### config.mk
export PLATFORM = sky130hd
export DESIGN_NAME = tuneBitSequencer
export DESIGN_NICKNAME = d
export VERILOG_FILES = /design/src/rtl/tuneSeqPkg.sv /design/src/rtl/tuneSeqCtrl.sv /design/src/rtl/tuneSeqDatapath.sv /design/src/rtl/tuneBitSequencer.sv
export SDC_FILE = /design/constraint.sdc
export NUM_CORES = 1
export LEC_CHECK = 0
export ABC_AREA = 1
export BUFFER_PORTS_ARGS = -buffer_cell sky130_fd_sc_hd__buf_2
export CAP_MARGIN = 0
export CELL_PAD_IN_SITES_DETAIL_PLACEMENT = 1
export CELL_PAD_IN_SITES_GLOBAL_PLACEMENT = 1
export CORE_MARGIN = 3
export CORE_UTILIZATION = 35
export DETAILED_ROUTE_END_ITERATION = 10
export GPL_TIMING_DRIVEN = 0
export PLACE_DENSITY = 0.74
export SLEW_MARGIN = 20
export SYNTH_ARGS = -nofsm -noshare
export SYNTH_HDL_FRONTEND = slang
export SYNTH_SLANG_ARGS = --single-unit
### constraint.sdc
create_clock -name clk -period 1.5 [get_ports clk]
set_input_delay 0.075 -clock clk [delete_from_list [all_inputs] [get_ports clk]]
set_output_delay 0.075 -clock clk [all_outputs]
set_load 0.02 [all_outputs]
### src/rtl/tuneSeqPkg.sv
package tuneSeqPkg;

  localparam int CW_W     = 16;
  localparam int ADDR_LSB = 8;
  localparam int DATA_BIT = 7;

  typedef enum logic [2:0] {
    ST_IDLE,
    ST_LOAD,
    ST_SETUP,
    ST_HIGH,
    ST_LOW
  } seqState_e;

  typedef struct packed {
    logic loadCmd;
    logic clearWord;
    logic placeFirst;
    logic placeNext;
    logic raiseStrobe;
    logic dropStrobe;
  } seqAct_t;

endpackage

### src/rtl/tuneSeqCtrl.sv
module tuneSeqCtrl
  import tuneSeqPkg::*;
#(
  parameter int NUM_PHY   = 4,
  parameter int IDX_W     = 3,
  parameter int CNT_W     = 4,
  parameter int DATA_W    = 8,
  parameter int PHASE_CYC = 2
) (
  input  logic             clk,
  input  logic             rstN,
  input  logic             startReq,
  input  logic             newVariant,
  input  logic [IDX_W-1:0] phyIdx,
  input  logic [CNT_W-1:0] bitCount,
  output seqAct_t          act,
  output logic             busy,
  output logic             done,
  output logic             errFlag
);

  localparam int PH_W = $clog2(PHASE_CYC) + 1;

  seqState_e        state, nextState;
  logic [PH_W-1:0]  phaseCnt;
  logic [CNT_W-1:0] bitsLeft;
  logic             phaseEnd;
  logic             badPhy, emptyCmd;
  logic             doneSet, errSet;
  logic             doneQ, errQ;

  assign phaseEnd = (phaseCnt == PH_W'(PHASE_CYC - 1));
  assign badPhy   = (int'(phyIdx) >= NUM_PHY);
  assign emptyCmd = (bitCount == '0) || (int'(bitCount) > DATA_W);

  always_comb begin
    nextState = state;
    act       = '0;
    doneSet   = 1'b0;
    errSet    = 1'b0;
    case (state)
      ST_IDLE: begin
        if (startReq) begin
          if (badPhy) begin
            errSet = 1'b1;
          end else if (emptyCmd) begin
            doneSet = 1'b1;
          end else begin
            act.loadCmd   = 1'b1;
            act.clearWord = newVariant;
            nextState     = ST_LOAD;
          end
        end
      end
      ST_LOAD: begin
        act.placeFirst = 1'b1;
        nextState      = ST_SETUP;
      end
      ST_SETUP: begin
        if (phaseEnd) begin
          act.raiseStrobe = 1'b1;
          nextState       = ST_HIGH;
        end
      end
      ST_HIGH: begin
        if (phaseEnd) begin
          act.dropStrobe = 1'b1;
          nextState      = ST_LOW;
        end
      end
      ST_LOW: begin
        if (phaseEnd) begin
          if (bitsLeft == CNT_W'(1)) begin
            doneSet   = 1'b1;
            nextState = ST_IDLE;
          end else begin
            act.placeNext = 1'b1;
            nextState     = ST_SETUP;
          end
        end
      end
      default: nextState = ST_IDLE;
    endcase
  end

  always_ff @(posedge clk) begin
    if (!rstN) begin
      state    <= ST_IDLE;
      phaseCnt <= '0;
      bitsLeft <= '0;
      doneQ    <= 1'b0;
      errQ     <= 1'b0;
    end else begin
      state <= nextState;
      if (nextState != state || state == ST_IDLE) begin
        phaseCnt <= '0;
      end else begin
        phaseCnt <= phaseCnt + 1'b1;
      end
      if (act.loadCmd) begin
        bitsLeft <= bitCount;
      end else if (act.placeNext) begin
        bitsLeft <= bitsLeft - 1'b1;
      end
      doneQ <= doneSet;
      errQ  <= errSet;
    end
  end

  assign busy    = (state != ST_IDLE);
  assign done    = doneQ;
  assign errFlag = errQ;

endmodule

### src/rtl/tuneSeqDatapath.sv
module tuneSeqDatapath
  import tuneSeqPkg::*;
#(
  parameter int NUM_PHY = 4,
  parameter int IDX_W   = 3,
  parameter int ADDR_W  = 8,
  parameter int DATA_W  = 8
) (
  input  logic              clk,
  input  logic              rstN,
  input  seqAct_t           act,
  input  logic [IDX_W-1:0]  phyIdx,
  input  logic [ADDR_W-1:0] startAddr,
  input  logic [DATA_W-1:0] dataWord,
  output logic [CW_W-1:0]   ctrlWord
);

  localparam int PHY_W = (NUM_PHY > 1) ? $clog2(NUM_PHY) : 1;

  logic [PHY_W-1:0]  phyReg;
  logic [ADDR_W-1:0] addrReg, addrInc;
  logic [DATA_W-1:0] shiftReg;
  logic [CW_W-1:0]   wordQ;
  int                strobePos;

  assign addrInc   = addrReg + 1'b1;
  assign strobePos = 2 * int'(phyReg);

  always_ff @(posedge clk) begin
    if (!rstN) begin
      wordQ    <= '0;
      phyReg   <= '0;
      addrReg  <= '0;
      shiftReg <= '0;
    end else begin
      if (act.loadCmd) begin
        phyReg   <= phyIdx[PHY_W-1:0];
        addrReg  <= startAddr;
        shiftReg <= dataWord;
        if (act.clearWord) begin
          wordQ <= '0;
        end
      end
      if (act.placeFirst) begin
        wordQ[ADDR_LSB +: ADDR_W] <= addrReg;
        wordQ[DATA_BIT]           <= shiftReg[0];
        wordQ[strobePos]          <= 1'b0;
      end
      if (act.placeNext) begin
        addrReg                   <= addrInc;
        shiftReg                  <= shiftReg >> 1;
        wordQ[ADDR_LSB +: ADDR_W] <= addrInc;
        wordQ[DATA_BIT]           <= shiftReg[1];
      end
      if (act.raiseStrobe) begin
        wordQ[strobePos] <= 1'b1;
      end
      if (act.dropStrobe) begin
        wordQ[strobePos] <= 1'b0;
      end
    end
  end

  assign ctrlWord = wordQ;

endmodule

### src/rtl/tuneBitSequencer.sv
module tuneBitSequencer
  import tuneSeqPkg::*;
#(
  parameter int NUM_PHY   = 4,
  parameter int IDX_W     = 3,
  parameter int ADDR_W    = 8,
  parameter int DATA_W    = 8,
  parameter int CNT_W     = 4,
  parameter int PHASE_CYC = 2
) (
  input  logic              clk,
  input  logic              rstN,
  input  logic              newVariant,
  input  logic              startReq,
  input  logic [IDX_W-1:0]  phyIdx,
  input  logic [ADDR_W-1:0] startAddr,
  input  logic [DATA_W-1:0] dataWord,
  input  logic [CNT_W-1:0]  bitCount,
  output logic              busy,
  output logic              done,
  output logic              errFlag,
  output logic [15:0]       ctrlWord
);

  seqAct_t seqAct;

  tuneSeqCtrl #(
    .NUM_PHY  (NUM_PHY),
    .IDX_W    (IDX_W),
    .CNT_W    (CNT_W),
    .DATA_W   (DATA_W),
    .PHASE_CYC(PHASE_CYC)
  ) ctrl_i (
    .clk       (clk),
    .rstN      (rstN),
    .startReq  (startReq),
    .newVariant(newVariant),
    .phyIdx    (phyIdx),
    .bitCount  (bitCount),
    .act       (seqAct),
    .busy      (busy),
    .done      (done),
    .errFlag   (errFlag)
  );

  tuneSeqDatapath #(
    .NUM_PHY(NUM_PHY),
    .IDX_W  (IDX_W),
    .ADDR_W (ADDR_W),
    .DATA_W (DATA_W)
  ) dp_i (
    .clk      (clk),
    .rstN     (rstN),
    .act      (seqAct),
    .phyIdx   (phyIdx),
    .startAddr(startAddr),
    .dataWord (dataWord),
    .ctrlWord (ctrlWord)
  );

endmodule

==> metrics.yaml, run 1 <==
status: "finished, violations left"
failed_checks: "negative setup slack"
clock_skew_ns: 0.00621
synth_flop_cell: "dfxtp_1"
required_ns: 1.69
drive_above_1_share_pct: 40.4
max_freq_mhz: 639
async_reset_ff_share_pct: 0
antenna_found_initial: 0
synth-edff-count: 0
insertedDiodeCount: 0
cts_hold_buf: 0
grt_pass1_vias: 2550
synth_largest_area_cell: "dfxtp_1"
row_count: 29
vias: 2560
hpwlAfterDp_um: 5210
finish.utilization_pct: 52.8
wirelength_um: 7850
drt-pass1-iter-count: 4
cts_sinks: 42
ioPinCount: 46
fin_area_mm2: 0.00347
drc: 0
grt_max_degree: 13
synth_cell_type_count: 33
relSlewSlack_pct: 61.8
worst_pin_slew_ns: 0.573
nNetsFinal: 466
yosysSeqAreaShare_pct: 34.3
cellPowerDensity_mw_per_mm2: 706
fin_total_pwr_uw: 2450
total_leakage_power_uw: 0.00164
start_util_pct: 37.4
routabilityCongestion: 0.784
cts.htree.levels: 2
post-route-period-util_pct: 104
drt_iter0_drc: 96
io_buffers: 42
wl_per_cell_um: 14.8
cts_tree: "done"
area_growth_pct: 41.3
core_mm2: 0.00657
die_h_um: 89.7
grt_pass1_wl_um: 12300
synth_cells: 365
path_delay_family: "simple AND/OR/NAND/NOR gates"
hp-class: "input pin to flop"
die_width_um: 89.7
synth_top_area_share_pct: 34.3
dieArea_mm2: 0.00805
ys.warnings.count: 0
slew_violations: 0
ant_nets: 0
root_buffer: "clkbuf_8"
syn_avg_cell_area_um2: 6.72
arrival_ns: 1.75
ir_worst_vdd_mv: 0.466
layout_setup_ws_ns: -0.0640
finalHoldViolations: 0
via_per_inst: 4.84
max_stage_delay_ns: 0.32
clk_pin_slew_ns: 0.09
cts_made_buffers: 5
synth_area_leaders: "dfxtp_1 (34%), nand2_1 (14%), nor2_1 (6.9%)"
synth_area_mm2: 0.00245
ys_seq_elements: 42
yosysMostFrequentCell: "nand2_1"
track_usage_pct: 18.4
maxCapViolations: 0
pre_cts_slack_ns: -0.269
crit_slowest_cell: "dfxtp_2"
clk_latency_ns: 0.30
setup_viol: 10
clockBufferDepth: 2
overflow: 0
crit_type: "flop to flop"
netlist_top_cells_count: "nand2_1 (93), nor2_1 (45), dfxtp_1 (42)"
cp-end-kind: "flop"
fillers: 860
rsz0062_at_grt: "yes"
placedInstanceArea_mm2: 0.00279
cp_num_buf_inv: 4
fin_crit_ns: 1.56
cp-start-kind: "flop"
crit_fanout: 6
path_cells: "inv_2 > ha_4 > nand2_4 > nor2_4 > nand2_4 > buf_12 > nand2_8 > inv_8 > clkbuf_16 > nor2_4 > nor2_1"
==> final cells by class <==
cell class	count	area, um2	area share (%)
Clock buffer	7	86.3	2.49
Clock inverter	1	5.00	0.144
Sequential cell	42	860	24.8
Inverter	44	180	5.20
Timing Repair Buffer	61	463	13.4
Buffer	16	179	5.16
Multi-Input combinational cell	265	1580	45.5
Tap cell	93	116	3.36
==> logic make-up (layout without fill, tap and decap cells) <==
group,count (synthesis),in the layout,share of synthesized area [%]
compound gates,57,57,12.2
xor+xnor,2,2,0.714
fa+ha+maj,4,4,2.04
buf+inv,60,129,12.6
flops,42,42,34.3
other cells,1,3,0.153
simple gates,199,199,38.0
==> metal layers <==
layer  share of wire [%]  wire (um)  vias to the layer above  GRT usage (%)
met3                 3.0        238                        7           3.01
met1                  45       3510                     1213           23.4
met4                0.96         75                        0           3.45
li1                    -          -                     1296              -
met5                   0          0                        -              0
met2                  51       4030                       44           32.9
==> sequential cells by signal, indices dropped and copies added (netlist names) <==
| register | flops |
|---|---|
| ctrl_i.state | 3 |
| ctrl_i.errFlag | 1 |
| dp_i.phyReg | 2 |
| dp_i.shiftReg | 8 |
| dp_i.addrReg | 8 |
| ctrl_i.phaseCnt | 2 |
| dp_i.ctrlWord | 13 |
| ctrl_i.bitsLeft | 4 |
| ctrl_i.done | 1 |
==> placed cells by master, fill, tap and decap left out, types with 3 or more instances in the layout <==
cell,n
dfxtp_1,33
o21ai_1,11
buf_6,3
a21oi_2,14
inv_1,36
dfxtp_4,3
buf_2,44
nor2_4,7
nand4_1,3
nand2_4,4
o21ai_0,14
buf_8,4
nor2_2,12
conb_1,3
a21oi_1,9
dfxtp_2,6
nor2_1,40
nand2_2,13
clkbuf_8,6
nand3_2,9
clkbuf_1,3
clkbuf_16,4
inv_2,5
o21ai_2,5
buf_4,15
buf_12,4
nand3_1,21
nand2_1,81
==> per-stage QoR <==
step	hold WS [ns]	std cells	TNS (ns)
after CTS	0.0421	523	-0.0434
after global routing	0.0626	529	-1.74
after detailed placement	0.356	502	-4.24
after global placement	0.336	502	-3.39
after floorplan	0.194	367	0
final	0.0413	529	-0.194
==> timing repair <==
action / 4_1_cts / 5_1_grt
endpoints found under the hold margin: 0 / 0
setup endpoints to repair: 34 / 33
cloned: 1 / 4
gates resized for setup: 27 / 74
pin swaps: 10 / 24
setup buffers: 12 / 2
==> worst paths after layout <==
kind,start,end,slack [ns],cells past startpoint
worst min-delay path,dataWord[7],dp_i.shiftReg[7],0.04,3
worst max-delay path,ctrl_i.phaseCnt[1],dp_i.addrReg[4],-0.06,11
worst min register to register,ctrl_i.phaseCnt[0],ctrl_i.phaseCnt[0],0.44,1
worst max register to register,ctrl_i.phaseCnt[1],dp_i.addrReg[4],-0.06,11
==> power breakdown <==
part / internal [uW] / leakage (uW) / total [uW] / switching, uW
combinational: 189 / 0.00125 / 452 / 262
clock: 373 / 0.0000482 / 790 / 417
sequential: 1160 / 0.000347 / 1200 / 45.2
total: 1720 / 0.00164 / 2450 / 725
==> worst min-delay path: cells and delay by family <==
| family | cells | cell delay [ns] |
|---|---|---|
| buf+inv | 1 | 0.10 |
| simple gates | 1 | 0.07 |
| compound gates | 1 | 0.06 |
Power figures use the tool's default switching activity.
==> run 2, diff against run 1 <==
- CORE_UTILIZATION: 35 -> 36
- CTS_BUF_LIST: unset -> sky130_fd_sc_hd__clkbuf_4 sky130_fd_sc_hd__clkbuf_8
- PLACE_DENSITY: 0.74 -> 0.76
==> run 2 against run 1 <==
The flow still finishes with violations (negative setup slack). Sequential power hardly changed. Cell area is 2.9% higher. First-iteration DRC count is 1.0% higher. Final cell count is 1.5% lower. Die area is 2.6% lower. Register-to-register slack hardly changed. Critical endpoint is now dp_i.ctrlWord[7]. Highest routed layer unchanged.
==> metrics.yaml, run 2 (synthesized netlist as in run 1, its figures left out) <==
cellPowerDensity_mw_per_mm2: 737  # +4.4%
die_h_um: 88.6  # -1.3%
drive_above_1_share_pct: 41.7  # +1.3 points
clock_skew_ns: 0.00607  # -0.000147 ns
drt-met1-wl_um: 3660  # +4.4%
antenna_found_initial: 0  # unchanged
drt-pass1-iter-count: 4  # unchanged
rsz0062_at_grt: "yes"
pre_cts_slack_ns: -0.254  # +0.0156 ns
ioPinCount: 46  # unchanged
largest_reg_flops: 13  # unchanged
grt_pass1_wl_um: 11500  # -6.9%
routabilityCongestion: 0.865  # +10%
overflow: 0  # unchanged
cp-end-kind: "flop"
vias: 2657  # +3.8%
grt_pass1_vias: 2476  # -2.9%
ant_nets: 0  # unchanged
ir_worst_vdd_mv: 0.422  # -9.4%
max_freq_mhz: 637  # -0.36%
clk_pin_slew_ns: 0.09  # about the same
route.met3.wl_um: 284  # +19%
arrival_ns: 1.81  # +0.06 ns
wirelength_um: 8790  # +12%
insertedDiodeCount: 0  # unchanged
relSlewSlack_pct: 66.1  # +4.3 points
cp-start-kind: "flop"
hpwlAfterDp_um: 5060  # -2.9%
clk_latency_ns: 0.30  # about the same
io_buffers: 42  # unchanged
maxCapViolations: 0  # unchanged
route.met2.wl_um: 4650  # +15%
row_count: 29  # unchanged
nNetsFinal: 474  # +1.7%
wl_per_cell_um: 16.9  # +14%
highest_layer: "met4"
start_util_pct: 38.0  # +0.63 points
fin_area_mm2: 0.00356  # +2.9%
failed_checks: "negative setup slack"
core_mm2: 0.00646  # -1.7%
placedInstanceArea_mm2: 0.00277  # -0.72%
mostFrequentLayoutCells: "nand2_1 (79), buf_2 (43), nor2_1 (37)"
track_usage_pct: 18.8  # +0.48 points
final_common_cell: "nand2_1"
cts_made_buffers: 5  # unchanged
fin_total_pwr_uw: 2630  # +7.4%
drt_iter0_drc: 97  # +1.0%
finalHoldViolations: 0  # unchanged
crit_type: "flop to flop"
cts.htree.levels: 2  # unchanged
grt_max_degree: 14  # +1
required_ns: 1.74  # +0.05 ns
die_width_um: 88.6  # -1.3%
via_per_inst: 5.10  # +5.4%
worst_pin_slew_ns: 0.508  # -0.0645 ns
cts_sinks: 42  # unchanged
status: "finished, violations left"
clockBufferDepth: 2  # unchanged
slew_violations: 0  # unchanged
root_buffer: "clkbuf_8"
crit_fanout: 7  # +1
drc: 0  # unchanged
area_growth_pct: 45.3
cts_tree: "done"
post-route-period-util_pct: 105  # +0.37 points
fin_crit_ns: 1.57  # +0.00560 ns
setup_viol: 21  # +11
hp-class: "input pin to flop"
dieArea_mm2: 0.00784  # -2.6%
layout_setup_ws_ns: -0.0696  # -0.00560 ns
total_leakage_power_uw: 0.00168  # +2.5%
run 2: metrics by stage:
| stage | TNS (ns) | hold slack, ns | cells | util, % |
|---|---|---|---|---|
| after detailed placement | -3.95 | 0.340 | 486 | 42.9 |
| after global routing | -3.05 | 0.0528 | 521 | 55.2 |
| final | -0.633 | 0.0302 | 521 | 55.2 |
| after CTS | -0.0750 | 0.0255 | 501 | 47.5 |
| after floorplan | 0 | 0.194 | 367 | - |
| after global placement | -3.24 | 0.337 | 486 | 42.9 |
run 2: worst max-delay path: stages (launching register included):
cell	delay [ns]
dfxtp_2	0.33
inv_2	0.05
ha_4	0.15
nand2_4	0.06
nor2_4	0.13
nand2_4	0.12
buf_12	0.18
clkbuf_16	0.16
o21ai_4	0.15
a21oi_2	0.05
nor2_1	0.12
run 2: final timing paths:
check | endpoint | from | slack, ns | depth (start not counted)
setup reg to reg | dp_i.ctrlWord[7] | ctrl_i.phaseCnt[1] | -0.07 | 10
hold reg to reg | ctrl_i.phaseCnt[0] | ctrl_i.phaseCnt[0] | 0.44 | 1
setup / recovery | dp_i.ctrlWord[7] | ctrl_i.phaseCnt[1] | -0.07 | 10
hold / removal | ctrl_i.bitsLeft[1] | bitCount[1] | 0.03 | 3
run 2: layout make-up:
class / instances / area [um2]
repair buffers: 69 / 534
inverters: 44 / 183
well taps: 77 / 96.3
clock inverters: 2 / 37.5
clock buffers: 6 / 76.3
fillers: 820 / 2890
flip-flops and latches: 42 / 856
plain buffers: 16 / 186
multi-input cells: 265 / 1600
run 2: report_power, final:
group / internal [uW] / switching (uW)
clock: 516 / 438
combinational: 193 / 275
sequential: 1160 / 45.1
run 2: what timing repair did:
action	CTS	global route
cloned	1	4
hold buffers	0	0
endpoints found under the setup margin	36	34
setup buffers	6	16
pin swaps	8	35
gates resized for setup	31	78
run 2: routing by layer:
layer | vias up | GRT usage [%]
met5 | - | 0
met2 | 54 | 32.5
li1 | 1304 | -
met1 | 1286 | 24.0
met3 | 13 | 2.98
met4 | 0 | 6.18
